### config.mk
export PLATFORM = sky130hd
export DESIGN_NAME = pwm_outctl
export DESIGN_NICKNAME = d
export VERILOG_FILES = /design/src/rtl/pwm_outctl.sv
export SDC_FILE = /design/constraint.sdc
export NUM_CORES = 1
export LEC_CHECK = 0
export ABC_AREA = 1
export BUFFER_PORTS_ARGS = -buffer_cell sky130_fd_sc_hd__buf_2
export CORE_UTILIZATION = 40
export CTS_BUF_LIST = sky130_fd_sc_hd__clkbuf_16
export DETAILED_ROUTE_END_ITERATION = 6
export SLEW_MARGIN = 25
export SYNTH_ARGS = -nofsm -noshare
export SYNTH_HDL_FRONTEND = slang
export SYNTH_SLANG_ARGS = --single-unit
### constraint.sdc
create_clock -name clk -period 2.05 [get_ports clk]
set_input_delay 0.3075 -clock clk [delete_from_list [all_inputs] [get_ports clk]]
set_output_delay 0.3075 -clock clk [all_outputs]
set_load 0.005 [all_outputs]
### src/rtl/pwm_outctl.sv
module pwm_outctl #(
  parameter int N_OUT = 8,
  parameter int N_FLT = 4,
  parameter int FW    = 8,
  localparam int DW   = (N_OUT > FW) ? N_OUT : FW
) (
  input  logic             clk,
  input  logic             rst_n,
  input  logic             cfg_we,
  input  logic [2:0]       cfg_addr,
  input  logic [DW-1:0]    cfg_wdata,
  input  logic [N_OUT-1:0] pwm_in,
  input  logic [N_FLT-1:0] fault_in,
  output logic [N_OUT-1:0] pwm_out,
  output logic [N_FLT-1:0] fault_sts
);

  logic [N_OUT-1:0] en_q, inv_q, fen_q, safe_q;
  logic [N_FLT-1:0] pol_q, filt_q;
  logic [FW-1:0]    need_q;
  logic [FW-1:0]    cnt_q [N_FLT];
  logic [N_FLT-1:0] asr, qual, clr;
  logic             shut;

  always_ff @(posedge clk) begin
    if (!rst_n) begin
      en_q   <= '0;
      inv_q  <= '0;
      fen_q  <= '0;
      safe_q <= '0;
      pol_q  <= '0;
      filt_q <= '0;
      need_q <= '0;
    end else if (cfg_we) begin
      case (cfg_addr)
        3'd0: en_q   <= cfg_wdata[N_OUT-1:0];
        3'd1: inv_q  <= cfg_wdata[N_OUT-1:0];
        3'd2: fen_q  <= cfg_wdata[N_OUT-1:0];
        3'd3: safe_q <= cfg_wdata[N_OUT-1:0];
        3'd4: pol_q  <= cfg_wdata[N_FLT-1:0];
        3'd5: filt_q <= cfg_wdata[N_FLT-1:0];
        3'd6: need_q <= cfg_wdata[FW-1:0];
        default: ;
      endcase
    end
  end

  assign asr = fault_in ^ pol_q;
  assign clr = (cfg_we && cfg_addr == 3'd7) ? cfg_wdata[N_FLT-1:0] : '0;

  for (genvar f = 0; f < N_FLT; f++) begin : g_flt
    always_ff @(posedge clk) begin
      if (!rst_n || !asr[f])
        cnt_q[f] <= '0;
      else if (cnt_q[f] != '1)
        cnt_q[f] <= cnt_q[f] + 1'b1;
    end

    assign qual[f] = asr[f] && (!filt_q[f] || cnt_q[f] >= need_q);

    always_ff @(posedge clk) begin
      if (!rst_n)
        fault_sts[f] <= 1'b0;
      else if (qual[f])
        fault_sts[f] <= 1'b1;
      else if (clr[f])
        fault_sts[f] <= 1'b0;
    end

    a_r8_clear_blocked: assert property (@(posedge clk) disable iff (!rst_n)
      (clr[f] && qual[f]) |=> fault_sts[f]);
    a_r7_status_sticky: assert property (@(posedge clk) disable iff (!rst_n)
      (fault_sts[f] && !clr[f]) |=> fault_sts[f]);
    a_r6_set_needs_fault: assert property (@(posedge clk) disable iff (!rst_n)
      $rose(fault_sts[f]) |-> $past(asr[f]));
  end

  assign shut = |qual || |fault_sts;

  for (genvar o = 0; o < N_OUT; o++) begin : g_out
    assign pwm_out[o] = en_q[o] && ((shut && fen_q[o]) ? safe_q[o] : (pwm_in[o] ^ inv_q[o]));

    a_r1_disabled_low: assert property (@(posedge clk) disable iff (!rst_n)
      !en_q[o] |-> !pwm_out[o]);
    a_r4_held_safe: assert property (@(posedge clk) disable iff (!rst_n)
      (|fault_sts && en_q[o] && fen_q[o]) |-> (pwm_out[o] == safe_q[o]));
  end

endmodule

==> results of run 1 <==
-- routing by layer --
| layer | track usage, % | routed length, µm |
|---|---|---|
| met5 | 0 | 0 |
| met1 | 25.7 | 5280 |
| met3 | 3.35 | 400 |
| met2 | 31.9 | 5140 |
| met4 | 6.66 | 178 |
-- final cells by class --
type                            instances  area [µm²]
Timing Repair Buffer                   86         596
Clock buffer                           10         250
Tap cell                              140         175
Clock inverter                          6        51.3
Fill cell                            1013        5270
Inverter                               74         278
Sequential cell                        84        2000
Multi-Input combinational cell        427        2360
-- registers in the layout (all words and copies together), names as in the netlist --
register	count
fault_sts	4
inv_q	8
need_q	8
cnt_q	32
en_q	8
filt_q	4
fen_q	8
pol_q	4
safe_q	8
-- through the flow --
stage          total power [mW]  worst slack, ps  hold WS, ps
2_1_floorplan              2.06             89.8          430
3_3_place_gp               2.19             -207          444
3_5_place_dp               2.20             -249          448
4_1_cts                    3.85             -553          251
5_1_grt                    4.00             -703          270
6_report                   3.83             -595          254
-- synthesized netlist by cell type, drive strengths merged --
cell type,n
o21bai,2
o21ai,49
inv,74
nor3,6
or2,1
nand2,97
ha,36
dfxtp,52
nand3,18
buf,5
a21oi,39
clkbuf,7
xnor2,6
xor2,11
nor2,142
edfxtp,32
nand3b,4
nand4,2
nor3b,11
nor4,3
-- power breakdown --
part	switching, mW	internal (mW)	total (mW)
registers	0.0341	1.77	1.81
logic	0.225	0.154	0.379
clock network	0.730	0.915	1.65
total	0.989	2.84	3.83
-- critical path: cells and delay by family (launching register included) --
kind	cells	cell delay [ps]
flip-flops	1	330
buffers and inverters	3	440
AND/OR/NAND/NOR	13	940
adder cells (fa/ha/maj)	1	280
-- final timing paths --
| path | end | slack [ps] | depth (start not counted) |
|---|---|---|---|
| max reg2reg | cnt_q[0][3] | 200 | 13 |
| min | en_q[6] | 250 | 3 |
| max | pwm_out[7] | -590 | 17 |
| min reg2reg | safe_q[6] | 460 | 2 |
-- what timing repair did --
action                                  CTS  global route
gates cloned                              0             1
setup buffers                             1             4
endpoints found under the setup margin    8            56
pin swaps                                 0            11
gates resized for setup                   7            23
-- cell usage in the layout (no fill, tap or decap), types with 11 or more instances in the layout --
cell,netlist,routed
nor3b_1,11,11
a21oi_1,36,34
edfxtp_1,32,32
clkbuf_16,0,11
xor2_1,11,11
nor2_1,141,141
dfxtp_1,52,50
inv_1,74,67
buf_4,0,46
buf_2,0,37
o21ai_0,46,46
nand2_1,96,89
ha_1,36,33
-- cells by family (layout without fill, tap and decap cells) --
group | Yosys count | in the layout | synth area share (%)
compound gates | 90 | 90 | 10.2
xor+xnor | 17 | 17 | 3.25
fa+ha+maj | 36 | 36 | 9.83
buf+inv | 86 | 176 | 7.21
flops | 84 | 84 | 43.7
simple gates | 284 | 284 | 25.8
==> reports/summary.txt, run 1 <==
CTS root buf - clkbuf_16
Initial DRC Count - 184
Worst Hold Launch - cfg_wdata[6]
Yosys reg bits - 84
Slowest-stage cell, CP - dfxtp_2
dpl cells - 805
Synth top area share - 22.7%
gpl congestion - 0.794
Synth Cell Area - 4580 µm²
CTS tree - done
largest net degree at the start of global routing - 49
Clk Latency, worst-skew pair - 350 ps
register area share after synthesis - 43.7%
Yosys Warn Count - 0
drt pass-1 iters - 7
fraction of layout cells with a size suffix above 1 - 20.2%
hold-fix buffers at CTS - 0
port buffer count - 37
H-tree depth - 3
total track usage - 19.4%
HP Class - primary input to flop
Worst IR Drop VDD - 370 µV
dpl cell area - 5240 µm²
area grow syn2layout - 24.7%
Starting Density - 41.7%
Netlist cell types - 26
Leakage Power - 2.64 nW
failing checks - setup timing
min Tclk post-route - 2640 ps
PwrDens - 671 nW/µm²
drt wl/cell - 13.3 µm
slowest stage delay, CP - 330 ps
via count of the first global-routing pass - 3603
wire length of the first global-routing pass - 17.5 mm
Syn Inst Count - 597
hpwl dp - 7.86 mm
kind of critical path - flop to primary output
die footprint - 11900 µm²
CP Max Fanout - 8
status - finished, violations left
Clk pin slew, worst setup/hold paths - 70 ps
I/O pins - 38
Synth Area per Inst - 7.67 µm²
crit path from - need_q[0]
initial antenna violation count - 0
drt total wl - 11.0 mm
diode count - 0
nets@finish - 744
Final Instance Area - 5710 µm²
worst setup margin - -595 ps
crit-path cells - buf_4 > ha_1 > nand2_1 > nor2_1 > nor2_1 > nand2_1 > nand2_1 > nand2_1 > nand2_1 > nand2_2 > nor2_2 > nand2_4 > clkbuf_16 > nand3_2 > nand2_1 > nor2_1 > buf_2
RSZ-0062 raised after global routing - true
cell mode on critical path - nand2_1
# DRC - 0
Max Slew Vio Count - 0
worst rel slew slack - 68.5%
Post-Layout Cell Count - 827
row count - 38
Via Count - 4018
maxcap violations - 0
Worst Path Arrival - 2340 ps
Critical Path RT - 1740 ps
Clock Skews - 8.07 ps
Num CTS Buffers - 9
Setup Viol. Count Final - 8
Sink Count - 84
Setup crit start kind - flop
CORE AREA - 11000 µm²
syn nets - 659
post-DR vias/cell - 4.86
final worst-path cycle share - 129%
area leader, netlist - dfxtp_1
Area contributors post-synth - dfxtp_1 23%, edfxtp_1 21%, nor2_1 12%
Die H - 109 µm
worst-margin pin slew - 472 ps
Fmax achieved - 378 MHz
GRT overflow - 0
setup_tns - -4600 ps
DRT antenna net count - 0
Die Width - 109 µm
Reg2Reg Launch Point - cnt_q[0][1]
worst-case clock buffer depth - 2
Fin. Hold Viols - 0
post-layout util - 52.0%
critical path endpoint category - primary output
Note: power is estimated with default switching activity, not from simulation.
==> run 2: changes to the inputs <==
--- a/config.mk
+++ b/config.mk
@@ -5,11 +5,11 @@
 export SDC_FILE = /design/constraint.sdc
 export NUM_CORES = 1
 export LEC_CHECK = 0
-export ABC_AREA = 1
 export BUFFER_PORTS_ARGS = -buffer_cell sky130_fd_sc_hd__buf_2
 export CORE_UTILIZATION = 40
 export CTS_BUF_LIST = sky130_fd_sc_hd__clkbuf_16
 export DETAILED_ROUTE_END_ITERATION = 6
+export MAX_ROUTING_LAYER = met4
 export SLEW_MARGIN = 25
 export SYNTH_ARGS = -nofsm -noshare
 export SYNTH_HDL_FRONTEND = slang
==> run 2 against run 1 <==
Effect of this change:
- the flow still finishes with violations (setup timing)
- power down 2.2%
- die area up 2.0%
- final cell count down 9.6%
- final area up 2.9%
- sequential share of layout area down 0.94 points
- clock skew up 1.2 ps
- synthesized cell count down 14%
- routed wire length up 1.4%
==> reports/summary.txt, run 2 <==
status - finished, violations left
failing checks - setup timing
Max Slew Vio Count - 0 (unchanged)
number of flip-flops in the largest register - 32 (unchanged)
Synth top area share - 22.3% (-0.46 points)
largest family of logic cells by synthesized area - simple AND/OR/NAND/NOR gates
slowest stage delay, CP - 430 ps (+100 ps)
register area share after synthesis - 42.8% (-0.88 points)
Clock Skews - 9.30 ps (+1.23 ps)
cell mode on critical path - o21ai_2
Post-Synth Adder-Cell Area - 9.64% (-0.20 points)
Leakage Power - 2.45 nW (-7.3%)
CTS root buf - clkbuf_16
Area contributors post-synth - dfxtp_1 22%, edfxtp_1 21%, ha_1 9.6%
Fmax achieved - 356 MHz (-5.8%)
Setup Viol. Count Final - 8 (unchanged)
total track usage - 20.7% (+1.3 points)
post-synthesis compound-gate area fraction - 12.5% (+2.3 points)
mux cell area share after synthesis - 3.43% (+3.4 points)
min Tclk post-route - 2810 ps (+162 ps)
Synth Area per Inst - 9.09 µm² (+19%)
simple-gate share of the synthesized area - 22.2% (-3.6 points)
worst-margin pin slew - 613 ps (+142 ps)
PwrDens - 637 nW/µm² (-5.0%)
Setup crit start kind - flop
worst setup margin - -757 ps (-162 ps)
area grow syn2layout - 25.7%
crit-path cells - ha_4 > a211oi_2 > o21ai_2 > a2111oi_4 > o22ai_4 > o21ai_2 > mux2i_1 > buf_2
Sink Count - 84 (unchanged)
worst rel slew slack - 59.0% (-9.6 points)
Num CTS Buffers - 9 (unchanged)
critical path endpoint category - primary output
kind of critical path - flop to primary output
worst-case clock buffer depth - 2 (unchanged)
Commonest cells post-synth - 118 x nand2_1, 52 x dfxtp_1, 43 x nor2_1, 37 x a21boi_0, 36 x ha_1
Reg2Reg Launch Point - cnt_q[2][1]
drt total wl - 11.2 mm (+1.4%)
drt wl/cell - 14.9 µm (+12%)
nets@finish - 662 (-11%)
Critical Path RT - 1740 ps (about the same)
Biggest register - cnt_q
Worst Hold Launch - cfg_wdata[5]
largest net degree at the start of global routing - 27 (-45%)
Post-Place Setup Slack - -515 ps (-265 ps)
CTS tree - done
count leader, synth - nand2_1
area leader, netlist - dfxtp_1
Die Width - 110 µm (+1.0%)
HP Class - primary input to flop
GRT overflow - 0 (unchanged)
CP Max Fanout - 8 (unchanged)
Fin. Hold Viols - 0 (unchanged)
Syn Inst Count - 514 (-14%)
Yosys Warn Count - 0 (unchanged)
Post-synth EDFFs - 32 (unchanged)
# DRC - 0 (unchanged)
fraction of layout cells with a size suffix above 1 - 24.6% (+4.4 points)
Initial DRC Count - 184 (unchanged)
Yosys reg bits - 84 (unchanged)
DRT antenna net count - 0 (unchanged)
dpl cell area - 5350 µm² (+2.2%)
port buffer count - 37 (unchanged)
hold-fix buffers at CTS - 0 (unchanged)
crit path from - cnt_q[3][2]
wire length of the first global-routing pass - 18.1 mm (+3.8%)
Slowest-stage cell, CP - edfxtp_1
die footprint - 12100 µm² (+2.0%)
Worst IR Drop VDD - 438 µV (+19%)
Clk Latency, worst-skew pair - 350 ps (about the same)
Fillers - 1021 (+0.79%)
diode count - 0 (unchanged)
commonest non-fill, non-tap cell in the layout - nand2_1
Netlist cell types - 38 (+46%)
I/O pins - 38 (unchanged)
Die H - 110 µm (+1.0%)
final worst-path cycle share - 137% (+7.9 points)
post-DR vias/cell - 5.01 (+3.2%)
hpwl dp - 8.32 mm (+5.8%)
maxcap violations - 0 (unchanged)
Starting Density - 40.9% (-0.77 points)
RSZ-0062 raised after global routing - true
Final Instance Area - 5880 µm² (+2.9%)
Buf+Inv Stages, Crit Path - 1 (-2)
Top FF cell, synth - dfxtp_1
FFs w/ async S/R, synth - 0% (unchanged)
row count - 39 (+2.6%)
most frequent cells in the layout - 118 x nand2_1, 52 x buf_4, 48 x dfxtp_1
Worst Path Arrival - 2500 ps (+160 ps)
Synth Cell Area - 4670 µm² (+2.0%)
XOR/XNOR Fraction of Synth Area - 6.75% (+3.5 points)
CORE AREA - 11400 µm² (+4.0%)
Clk pin slew, worst setup/hold paths - 60 ps (about the same)
Via Count - 3750 (-6.7%)
gpl congestion - 0.820 (+3.2%)
initial antenna violation count - 0 (unchanged)
syn nets - 576 (-13%)
drt pass-1 iters - 4 (-3)
CP delay by family, top - compound AO/OA/AOI/OAI gates
via count of the first global-routing pass - 3674 (+2.0%)
H-tree depth - 3 (unchanged)
==> run 2: cell types whose count changed after synthesis, sizes merged, moves of 16 or more <==
cell    delta
mux2i     +16
o21ai     -37
nor2      -99
inv       -56
a21boi    +43
a21oi     -38
nand2     +21
==> run 2: layout make-up <==
cell class / instances / area [µm²] / area share, %
clock buffer: 10 / 250 / 4.26
clock inverter: 6 / 42.5 / 0.724
inverter: 18 / 67.6 / 1.15
multi-input combinational: 397 / 2740 / 46.5
sequential: 84 / 2010 / 34.1
tap: 143 / 179 / 3.04
timing repair buffer: 90 / 596 / 10.1
==> run 2: final timing paths <==
| path | end | slack, ps | cells past startpoint |
|---|---|---|---|
| worst min register to register | need_q[5] | 470 | 2 |
| worst max-delay path | pwm_out[7] | -760 | 8 |
| worst min-delay path | en_q[5] | 240 | 3 |
| worst max register to register | cnt_q[2][0] | 180 | 6 |
==> run 2: logic make-up (layout without fill, tap and decap cells) <==
kind of cell,after synthesis,after routing
fa+ha+maj,36,36
xor+xnor,36,36
compound gates,76,76
buf+inv,33,124
flops,84,84
mux,16,16
simple gates,233,233
==> run 2: power by group <==
group          total, mW  internal, mW  switching, mW  leakage [nW]
clock               1.61         0.901          0.709         0.142
sequential          1.78          1.76         0.0228         0.816
combinational      0.355         0.166          0.189          1.49
total               3.75          2.82          0.920          2.45
==> run 2: repair_timing <==
action,in CTS,in global routing
setup buffers,3,3
resized for setup,10,25
endpoints found under the setup margin,8,8
cloned,0,0
pin swaps,5,14
==> run 2: worst min-delay path, cell delays in order <==
cell and delay [ps]:
buf_2 130, nand2_1 60, a21boi_1 50
==> run 2: metrics by stage <==
step / util [%] / TNS [ps] / hold WS, ps / instances / power [mW]
after floorplan: - / -1410 / 442 / 514 / 1.99
after global placement: 46.8 / -3510 / 450 / 726 / 2.12
after detailed placement: 46.8 / -3700 / 458 / 726 / 2.13
after CTS: 50.0 / -6430 / 228 / 745 / 3.75
after global routing: 51.5 / -6780 / 249 / 748 / 3.89
final: 51.5 / -5830 / 240 / 748 / 3.75
==> run 2: per-layer routing <==
layer  wire length, µm  up-vias  track usage, %
met1              5200     1723            26.0
met3               506       20            3.53
met5                 0        -               -
met4               256        0            9.87
li1                  -     1935               -
met2              5190       72            32.5
